### config.mk
export PLATFORM = sky130hd
export DESIGN_NAME = rr_rename
export DESIGN_NICKNAME = d
export VERILOG_FILES = /design/src/rtl/rr_pkg.sv /design/src/rtl/rr_map_table.sv /design/src/rtl/rr_free_list.sv /design/src/rtl/rr_dep_check.sv /design/src/rtl/rr_rename.sv
export SDC_FILE = /design/constraint.sdc
export NUM_CORES = 1
export LEC_CHECK = 0
export CORE_MARGIN = 1.5
export CORE_UTILIZATION = 35
export DETAILED_ROUTE_END_ITERATION = 10
export PLACE_DENSITY = 0.53
export SYNTH_ARGS = -nofsm -noshare
export SYNTH_HDL_FRONTEND = slang
export SYNTH_HIERARCHICAL = 1
export SYNTH_SLANG_ARGS = --single-unit
### constraint.sdc
create_clock -name clk -period 10.5 [get_ports clk]
set_clock_uncertainty 0.2 [all_clocks]
set_input_delay 1.575 -clock clk [delete_from_list [all_inputs] [get_ports clk]]
set_output_delay 1.575 -clock clk [all_outputs]
set_load 0.1 [all_outputs]
### src/rtl/rr_pkg.sv
package rr_pkg;
  localparam int RR_LOG   = 8;
  localparam int RR_PHYS  = 16;
  localparam int RR_WIDTH = 2;
  localparam int RR_LW    = $clog2(RR_LOG);
  localparam int RR_PW    = $clog2(RR_PHYS);

  typedef logic [RR_LW-1:0]   lreg_t;
  typedef logic [RR_PW-1:0]   preg_t;
  typedef logic [RR_PHYS-1:0] pmask_t;

  function automatic int free_count(pmask_t m);
    int n;
    n = 0;
    for (int i = 0; i < RR_PHYS; i++) n += int'(m[i]);
    return n;
  endfunction

  // lowest set bit wins; returns 0 when the mask is empty
  function automatic preg_t first_set(pmask_t m);
    preg_t p;
    p = '0;
    for (int i = RR_PHYS - 1; i >= 0; i--) begin
      if (m[i]) p = preg_t'(i);
    end
    return p;
  endfunction

  function automatic pmask_t one_hot(preg_t p);
    return pmask_t'(1) << p;
  endfunction

  function automatic pmask_t reset_pool();
    pmask_t m;
    for (int i = 0; i < RR_PHYS; i++) m[i] = (i >= RR_LOG);
    return m;
  endfunction
endpackage

### src/rtl/rr_map_table.sv
module rr_map_table
  import rr_pkg::*;
#(
  parameter int WIDTH = RR_WIDTH
) (
  input  logic   clk,
  input  logic   rst_n,
  input  lreg_t  rd_src1 [WIDTH],
  input  lreg_t  rd_src2 [WIDTH],
  input  lreg_t  rd_dst  [WIDTH],
  output preg_t  map_src1 [WIDTH],
  output preg_t  map_src2 [WIDTH],
  output preg_t  map_dst  [WIDTH],
  input  logic   wr_en,
  input  preg_t  wr_phys [WIDTH],
  input  logic   cmt_en,
  input  lreg_t  cmt_dst,
  input  preg_t  cmt_phys,
  input  logic   flush,
  output pmask_t arch_used_next
);
  preg_t spec_q [RR_LOG];
  preg_t arch_q [RR_LOG];
  preg_t arch_d [RR_LOG];

  always_comb begin
    for (int i = 0; i < RR_LOG; i++) arch_d[i] = arch_q[i];
    if (cmt_en) arch_d[cmt_dst] = cmt_phys;
    arch_used_next = '0;
    for (int i = 0; i < RR_LOG; i++) arch_used_next |= one_hot(arch_d[i]);
  end

  for (genvar l = 0; l < WIDTH; l++) begin : g_rd
    assign map_src1[l] = spec_q[rd_src1[l]];
    assign map_src2[l] = spec_q[rd_src2[l]];
    assign map_dst[l]  = spec_q[rd_dst[l]];
  end

  always_ff @(posedge clk) begin
    if (!rst_n) begin
      for (int i = 0; i < RR_LOG; i++) begin
        spec_q[i] <= preg_t'(i);
        arch_q[i] <= preg_t'(i);
      end
    end else begin
      for (int i = 0; i < RR_LOG; i++) arch_q[i] <= arch_d[i];
      if (flush) begin
        for (int i = 0; i < RR_LOG; i++) spec_q[i] <= arch_d[i];
      end else if (wr_en) begin
        // ascending lane order: the youngest writer of a register wins
        for (int l = 0; l < WIDTH; l++) spec_q[rd_dst[l]] <= wr_phys[l];
      end
    end
  end
endmodule

### src/rtl/rr_free_list.sv
module rr_free_list
  import rr_pkg::*;
#(
  parameter int WIDTH = RR_WIDTH
) (
  input  logic   clk,
  input  logic   rst_n,
  input  logic   alloc_en,
  output preg_t  alloc_phys [WIDTH],
  output pmask_t alloc_mask,
  output pmask_t free_mask,
  output logic   enough_free,
  input  logic   release_en,
  input  preg_t  release_phys,
  input  logic   flush,
  input  pmask_t rebuild_used
);
  pmask_t free_q;
  pmask_t free_d;
  pmask_t remain;

  always_comb begin
    remain     = free_q;
    alloc_mask = '0;
    for (int l = 0; l < WIDTH; l++) begin
      alloc_phys[l] = first_set(remain);
      alloc_mask   |= one_hot(alloc_phys[l]);
      remain       &= ~one_hot(alloc_phys[l]);
    end
  end

  assign free_mask   = free_q;
  assign enough_free = free_count(free_q) >= WIDTH;

  always_comb begin
    if (flush) begin
      free_d = ~rebuild_used;
    end else begin
      free_d = free_q;
      if (alloc_en)   free_d &= ~alloc_mask;
      if (release_en) free_d |= one_hot(release_phys);
    end
  end

  always_ff @(posedge clk) begin
    if (!rst_n) free_q <= reset_pool();
    else        free_q <= free_d;
  end
endmodule

### src/rtl/rr_dep_check.sv
module rr_dep_check
  import rr_pkg::*;
#(
  parameter int WIDTH = RR_WIDTH
) (
  input  lreg_t src1 [WIDTH],
  input  lreg_t src2 [WIDTH],
  input  lreg_t dst  [WIDTH],
  input  preg_t map_src1 [WIDTH],
  input  preg_t map_src2 [WIDTH],
  input  preg_t map_dst  [WIDTH],
  input  preg_t new_phys [WIDTH],
  output preg_t out_src1 [WIDTH],
  output preg_t out_src2 [WIDTH],
  output preg_t out_old  [WIDTH]
);
  for (genvar l = 0; l < WIDTH; l++) begin : g_lane
    always_comb begin
      out_src1[l] = map_src1[l];
      out_src2[l] = map_src2[l];
      out_old[l]  = map_dst[l];
      // older lanes in ascending order so the nearest older writer wins
      for (int j = 0; j < l; j++) begin
        if (dst[j] == src1[l]) out_src1[l] = new_phys[j];
        if (dst[j] == src2[l]) out_src2[l] = new_phys[j];
        if (dst[j] == dst[l])  out_old[l]  = new_phys[j];
      end
    end
  end
endmodule

### src/rtl/rr_rename.sv
module rr_rename
  import rr_pkg::*;
#(
  parameter int WIDTH = RR_WIDTH,
  localparam int LW = RR_LW,
  localparam int PW = RR_PW
) (
  input  logic            clk,
  input  logic            rst_n,
  input  logic            req_valid,
  output logic            req_ready,
  input  logic [WIDTH*LW-1:0] req_src1,
  input  logic [WIDTH*LW-1:0] req_src2,
  input  logic [WIDTH*LW-1:0] req_dst,
  output logic [WIDTH*PW-1:0] rsp_src1,
  output logic [WIDTH*PW-1:0] rsp_src2,
  output logic [WIDTH*PW-1:0] rsp_dst,
  output logic [WIDTH*PW-1:0] rsp_old,
  input  logic            cmt_valid,
  input  logic [LW-1:0]   cmt_dst,
  input  logic [PW-1:0]   cmt_phys,
  input  logic [PW-1:0]   cmt_old,
  input  logic            flush
);
  lreg_t  src1_l [WIDTH];
  lreg_t  src2_l [WIDTH];
  lreg_t  dst_l  [WIDTH];
  preg_t  map_src1 [WIDTH];
  preg_t  map_src2 [WIDTH];
  preg_t  map_dst  [WIDTH];
  preg_t  new_phys [WIDTH];
  preg_t  fin_src1 [WIDTH];
  preg_t  fin_src2 [WIDTH];
  preg_t  fin_old  [WIDTH];
  pmask_t arch_used_next;
  pmask_t alloc_mask;
  pmask_t free_mask;
  logic   enough_free;
  logic   rename_fire;

  assign req_ready   = enough_free && !flush;
  assign rename_fire = req_valid && req_ready;

  for (genvar l = 0; l < WIDTH; l++) begin : g_flat
    assign src1_l[l] = req_src1[l*LW +: LW];
    assign src2_l[l] = req_src2[l*LW +: LW];
    assign dst_l[l]  = req_dst[l*LW +: LW];
    assign rsp_src1[l*PW +: PW] = fin_src1[l];
    assign rsp_src2[l*PW +: PW] = fin_src2[l];
    assign rsp_dst[l*PW +: PW]  = new_phys[l];
    assign rsp_old[l*PW +: PW]  = fin_old[l];
  end

  rr_map_table #(.WIDTH(WIDTH)) u_map (
    .clk            (clk),
    .rst_n          (rst_n),
    .rd_src1        (src1_l),
    .rd_src2        (src2_l),
    .rd_dst         (dst_l),
    .map_src1       (map_src1),
    .map_src2       (map_src2),
    .map_dst        (map_dst),
    .wr_en          (rename_fire),
    .wr_phys        (new_phys),
    .cmt_en         (cmt_valid),
    .cmt_dst        (cmt_dst),
    .cmt_phys       (cmt_phys),
    .flush          (flush),
    .arch_used_next (arch_used_next)
  );

  rr_free_list #(.WIDTH(WIDTH)) u_pool (
    .clk          (clk),
    .rst_n        (rst_n),
    .alloc_en     (rename_fire),
    .alloc_phys   (new_phys),
    .alloc_mask   (alloc_mask),
    .free_mask    (free_mask),
    .enough_free  (enough_free),
    .release_en   (cmt_valid),
    .release_phys (cmt_old),
    .flush        (flush),
    .rebuild_used (arch_used_next)
  );

  rr_dep_check #(.WIDTH(WIDTH)) u_dep (
    .src1     (src1_l),
    .src2     (src2_l),
    .dst      (dst_l),
    .map_src1 (map_src1),
    .map_src2 (map_src2),
    .map_dst  (map_dst),
    .new_phys (new_phys),
    .out_src1 (fin_src1),
    .out_src2 (fin_src2),
    .out_old  (fin_old)
  );
endmodule

==> impl_metrics.toml, run 1 <==
[pwr]
p_clk_share_pct = 24.9
switching_share_pct = 45.0
p_seq_share_pct = 28.7
internal_power_uw = 713
p_leak_nw = 3.74
switching_power_uw = 582
peakVddDrop_uv = 88.9
pwr-share-comb_pct = 46.3
power_density_nw_per_um2 = 125

[floorplan]
ios = 67
initial_core_util_pct = 35.9
die_x_um = 167
dieArea_um2 = 27900
die_h_um = 167
fp.coreArea_um2 = 26200
num_rows = 59

[clock_network]
cts_setup_buffers = 0
hold_buffers = 0
path_clk_slew_ps = 70
cts_max_path_buffers = 2
cts_tree = "done"
clockRootBuffer = "clkbuf_16"
cts_num_sinks = 80
htree_num_levels = 3
cts_inserted_buffers = 9
cts.repair.resized = 0
clock_latency_ps = 350

[placement]
gp_congestion = 1.02
hpwl_mm = 29.4
io_buffers = 66
placed_area_um2 = 10100

[sta]
fmax_mhz = 137
period_needed_ps = 7300
fin_crit_sh_pct = 69.5
relSlewSlack_pct = 27.8
hold_violations = 0
rsz0062_at_grt = "no"
tightest_slew_ps = 1080
slew_violations = 0
setup_viol_count_final = 0
timing.setup.tns_ps = 0

[yosys]
yosysWarningCount = 6
synthesis.area_um2 = 9400
synth_fp_nets = 1222
synth_cells = 1173
synth_area_per_cell_um2 = 8.02

[drt]
drt_wl_total_mm = 38.4
ant_nets = 0
drt_iter0_drc = 1154
wire_per_inst_um = 25.5
via_per_inst = 6.44
drc = 0
dr.pass1.iters = 5
via_count = 9686

[cells_and_area]
drive_gt1_share_pct = 13.4
nNetsFinal = 1213
syn_to_final_growth_pct = 10.6
stdcell_area_um2 = 10400
diodes = 0

[worst_setup_path]
crit_path_end_kind = "primary output"
worst-setup-path-type = "reg2out"
critPathMaxFanout = 11
arrival_ps = 5520
required_ps = 8730
cp-start-kind = "flip-flop"

[grt]
grt_overflow = 0
grt_max_degree = 34
grt_pass1_vias = 9084
antenna_found_initial = 0
grt_usage_pct = 27.0
grt_pass1_wl_mm = 57.7

[min_path]
hold_path.class = "reg2reg"

[run_status]
outcome = "finished, final reports clean"

[job]
cap_viol_max_count = 0
-- path summary, 6_finish.rpt --
check             cells after the start                start  slack, ps                   to
hold / removal                        2  u_map/arch_q[1][11]        390  u_map/arch_q[1][11]
setup / recovery                     16  u_pool/free_mask[7]       3200            req_ready
hold reg to reg                       2  u_map/arch_q[1][11]        390  u_map/arch_q[1][11]
setup reg to reg                     20  u_pool/free_mask[7]       4390   u_map/spec_q[0][3]
-- worst max-delay path, stage by stage (launching register included) --
cell and delay, ps:
dfxtp_1 550, inv_1 160, fa_1 550, inv_1 40, fa_1 470, inv_1 60
fa_1 480, fa_1 490, inv_1 50, fa_1 380, inv_1 80, fa_1 180
a211oi_1 50, mux2_2 260, nand3_1 90, nor2b_1 150, clkdlybuf4s50_1 1140
-- cell usage in the layout (no fill, tap or decap), types with 11 or more instances in the layout --
| cell type | count |
|---|---|
| mux2i_1 | 31 |
| o22ai_1 | 21 |
| nor2b_1 | 27 |
| edfxtp_1 | 32 |
| a21oi_1 | 66 |
| mux2_2 | 42 |
| and3_1 | 11 |
| buf_4 | 13 |
| nand3_1 | 61 |
| nor3_1 | 30 |
| a22oi_1 | 13 |
| dfxtp_1 | 48 |
| nand3b_1 | 14 |
| nand4_1 | 16 |
| o21ai_0 | 47 |
| nor2_1 | 140 |
| mux4_2 | 36 |
| inv_1 | 39 |
| nand2b_1 | 26 |
| clkdlybuf4s50_1 | 66 |
| a31oi_1 | 14 |
| nand2_1 | 121 |
-- state kept, by name (all words and copies together) (netlist names) --
signal and flops:
u_map/arch_q 32, u_map/spec_q 32, u_pool/free_mask 16
-- layout make-up --
type / count / area (µm²)
clock inverter: 3 / 22.5
tap: 335 / 419
sequential: 80 / 1920
timing repair buffer: 79 / 758
clock buffer: 13 / 282
multi-input combinational: 955 / 6850
inverter: 39 / 146
fill: 2734 / 15800
-- power groups by stage --
stage	sequential, mW	combinational, mW	clock (mW)
final	0.372	0.600	0.323
after global routing	0.373	0.631	0.342
after CTS	0.370	0.595	0.330
after detailed placement	0.377	0.593	0
after floorplan	0.356	0.454	0
after global placement	0.376	0.595	0
-- metal layers --
layer / vias to the layer above / share of wire [%] / global-route usage (%)
met3: 90 / 7.9 / 3.64
met2: 514 / 46 / 43.7
met4: 0 / 3.4 / 9.13
li1: 4405 / - / -
met1: 4677 / 43 / 37.1
met5: - / 0 / 0
-- metrics by stage --
stage | total power [mW] | setup WS, ps | util [%] | std cells | hold slack, ps
after floorplan | 0.810 | 1510 | - | 1173 | 308
after global placement | 0.972 | 3670 | 38.5 | 1488 | 361
after detailed placement | 0.970 | 3550 | 38.5 | 1488 | 368
after CTS | 1.30 | 3170 | 39.7 | 1504 | 377
after global routing | 1.35 | 2970 | 39.7 | 1504 | 421
final | 1.29 | 3200 | 39.7 | 1504 | 388
(Power assumes the default switching activity.)
==> run 2, diff against run 1 <==
Clock period 10.5 ns to 7.1 ns, I/O delays scaled along.
==> run 2 against run 1 <==
Net effect:
- worst setup slack worse by 2100 ps
- critical path type is now reg2reg
- global-route usage is 0.74 points higher
- hold slack better by 24 ps
- sequential power is 48% higher
- cell count is 0.73% higher
- combinational power is 49% higher
- first-iteration DRC count is 20% higher
- critical path depth is 4 higher
- sequential cell count stayed put
- utilization is 0.31 points higher
- non-clock buffer count is 11 higher
==> impl_metrics.toml, run 2 (same netlist as run 1, synthesis figures left out) <==
[run_status]
outcome = "finished, final reports clean"

[cells_and_area]
stdcell_area_um2 = 10500
final_common_cell = "nor2_1"
mostFrequentLayoutCells = "140 x nor2_1, 121 x nand2_1, 66 x a21oi_1, 64 x clkdlybuf4s50_1, 61 x nand3_1"
regArea_um2 = 1920
multi_input_area_um2 = 6850
fillCellCount = 2717
drive_gt1_share_pct = 14.5
diodes = 0
nNetsFinal = 1224
syn_to_final_growth_pct = 11.4

[worst_setup_path]
rr_startpoint = "u_pool/free_mask[7]"
r2r_cells = 20
required_ps = 6940
r2r-end = "u_map/spec_q[0][0]"
cp-start-kind = "flip-flop"
worst-setup-path-type = "reg2reg"
critPathMaxFanout = 18
rrSetupSlack_ps = 1100
crit_path_end_kind = "flip-flop"
arrival_ps = 5840

[drt]
drc = 0
ant_nets = 0
dr.pass1.iters = 5
via_per_inst = 6.57
drt_wl_total_mm = 39.1
wire_per_inst_um = 25.8
via_count = 9947
drt_iter0_drc = 1383

[sta]
slew_violations = 0
rsz0062_at_grt = "no"
tightest_slew_ps = 997
fmax_mhz = 167
fin_crit_sh_pct = 84.4
timing.setup.tns_ps = 0
relSlewSlack_pct = 33.3
period_needed_ps = 6000
hold_violations = 0
setup_viol_count_final = 0

[placement]
io_buffers = 66
placed_area_um2 = 10200
hpwl_mm = 29.7
gp_congestion = 0.980

[grt]
grt_pass1_vias = 9414
grt_pass1_wl_mm = 59.4
grt_max_degree = 34
grt_overflow = 0
antenna_found_initial = 0
grt_usage_pct = 27.8

[clock_network]
hold_buffers = 0
clockRootBuffer = "clkbuf_16"
cts.repair.resized = 0
cts_tree = "done"
cts_max_path_buffers = 2
cts_num_sinks = 80
path_clk_slew_ps = 70
htree_num_levels = 3
cts_inserted_buffers = 9
cts_setup_buffers = 0
clock_latency_ps = 350

[pwr]
peakVddDrop_uv = 99.3
internal_power_mw = 1.06
power_density_nw_per_um2 = 185
switching_power_uw = 882
pwr-share-comb_pct = 46.0
switching_share_pct = 45.5
p_leak_nw = 3.79
p_seq_share_pct = 28.4
p_clk_share_pct = 25.6

[min_path]
hold_depth = 2
hold_start = "u_map/arch_q[1][11]"
min_to = "u_map/arch_q[1][11]"
hold_path.class = "reg2reg"

[floorplan]
dieArea_um2 = 27900
die_h_um = 167
fp.coreArea_um2 = 26200
die_x_um = 167
num_rows = 59
initial_core_util_pct = 35.9
ios = 67

[job]
cap_viol_max_count = 0
==> run 2: cell count changes in the layout (fill, tap and decap cells not counted), moves of 2 or more <==
cell | previous run | this run
buf_4 | 13 | 26
inv_6 | 0 | 4
clkdlybuf4s50_1 | 66 | 64
clkinv_4 | 2 | 0
clkbuf_8 | 2 | 0
==> run 2: stage by stage <==
stage	instances	worst slack, ps	hold WS [ps]	power, mW	util (%)
floorplan	1173	582	308	1.20	-
global placement	1499	1220	389	1.45	38.8
detailed placement	1499	1160	385	1.44	38.8
CTS	1515	1130	412	1.94	40.0
global route	1515	814	453	2.02	40.0
finish	1515	1100	412	1.94	40.0
==> run 2: critical path, cell delays in order (launching register included) <==
cell	delay, ps
dfxtp_1	580
inv_1	180
fa_1	560
inv_1	50
fa_1	470
inv_1	50
fa_1	460
fa_1	490
inv_1	40
fa_1	390
inv_1	80
fa_1	180
a211oi_1	50
mux2_2	260
nand3_1	80
and3b_1	160
buf_4	240
nand3b_1	150
or2_2	340
nor3_1	400
nand3b_1	270
==> run 2: power groups by stage <==
stage	Clock (mW)	Sequential (mW)	Combinational, mW
3_5_place_dp	0	0.558	0.881
4_1_cts	0.506	0.548	0.884
2_1_floorplan	0	0.526	0.672
3_3_place_gp	0	0.558	0.889
5_1_grt	0.522	0.553	0.940
6_report	0.497	0.550	0.893
==> run 2: area by class of cell <==
cell class	count	share of cell area, %
sequential	80	18.3
clock inverter	7	0.776
multi-input combinational	955	65.4
timing repair buffer	90	7.98
clock buffer	9	2.15
inverter	39	1.40
tap	335	4.00
==> run 2: metal layers <==
layer | part of all wire, % | routed length, µm | vias up | global-route usage [%]
li1 | - | - | 4437 | -
met1 | 43 | 17000 | 4844 | 38.2
met2 | 44 | 17300 | 547 | 43.3
met3 | 7.2 | 2810 | 119 | 3.26
met4 | 5.0 | 1970 | 0 | 13.3
met5 | 0 | 0 | - | 0
==> run 2: how the worst max path moves through the flow <==
stage	from	endpoint	slack, ps
floorplan	u_pool/free_mask[4]	rsp_dst[4]	580
global placement	u_pool/free_mask[7]	u_map/spec_q[0][0]	1220
detailed placement	u_pool/free_mask[7]	u_map/spec_q[0][0]	1160
CTS	u_pool/free_mask[7]	u_map/spec_q[0][0]	1130
global route	u_pool/free_mask[7]	u_map/spec_q[0][0]	810
finish	u_pool/free_mask[7]	u_map/spec_q[0][0]	1100
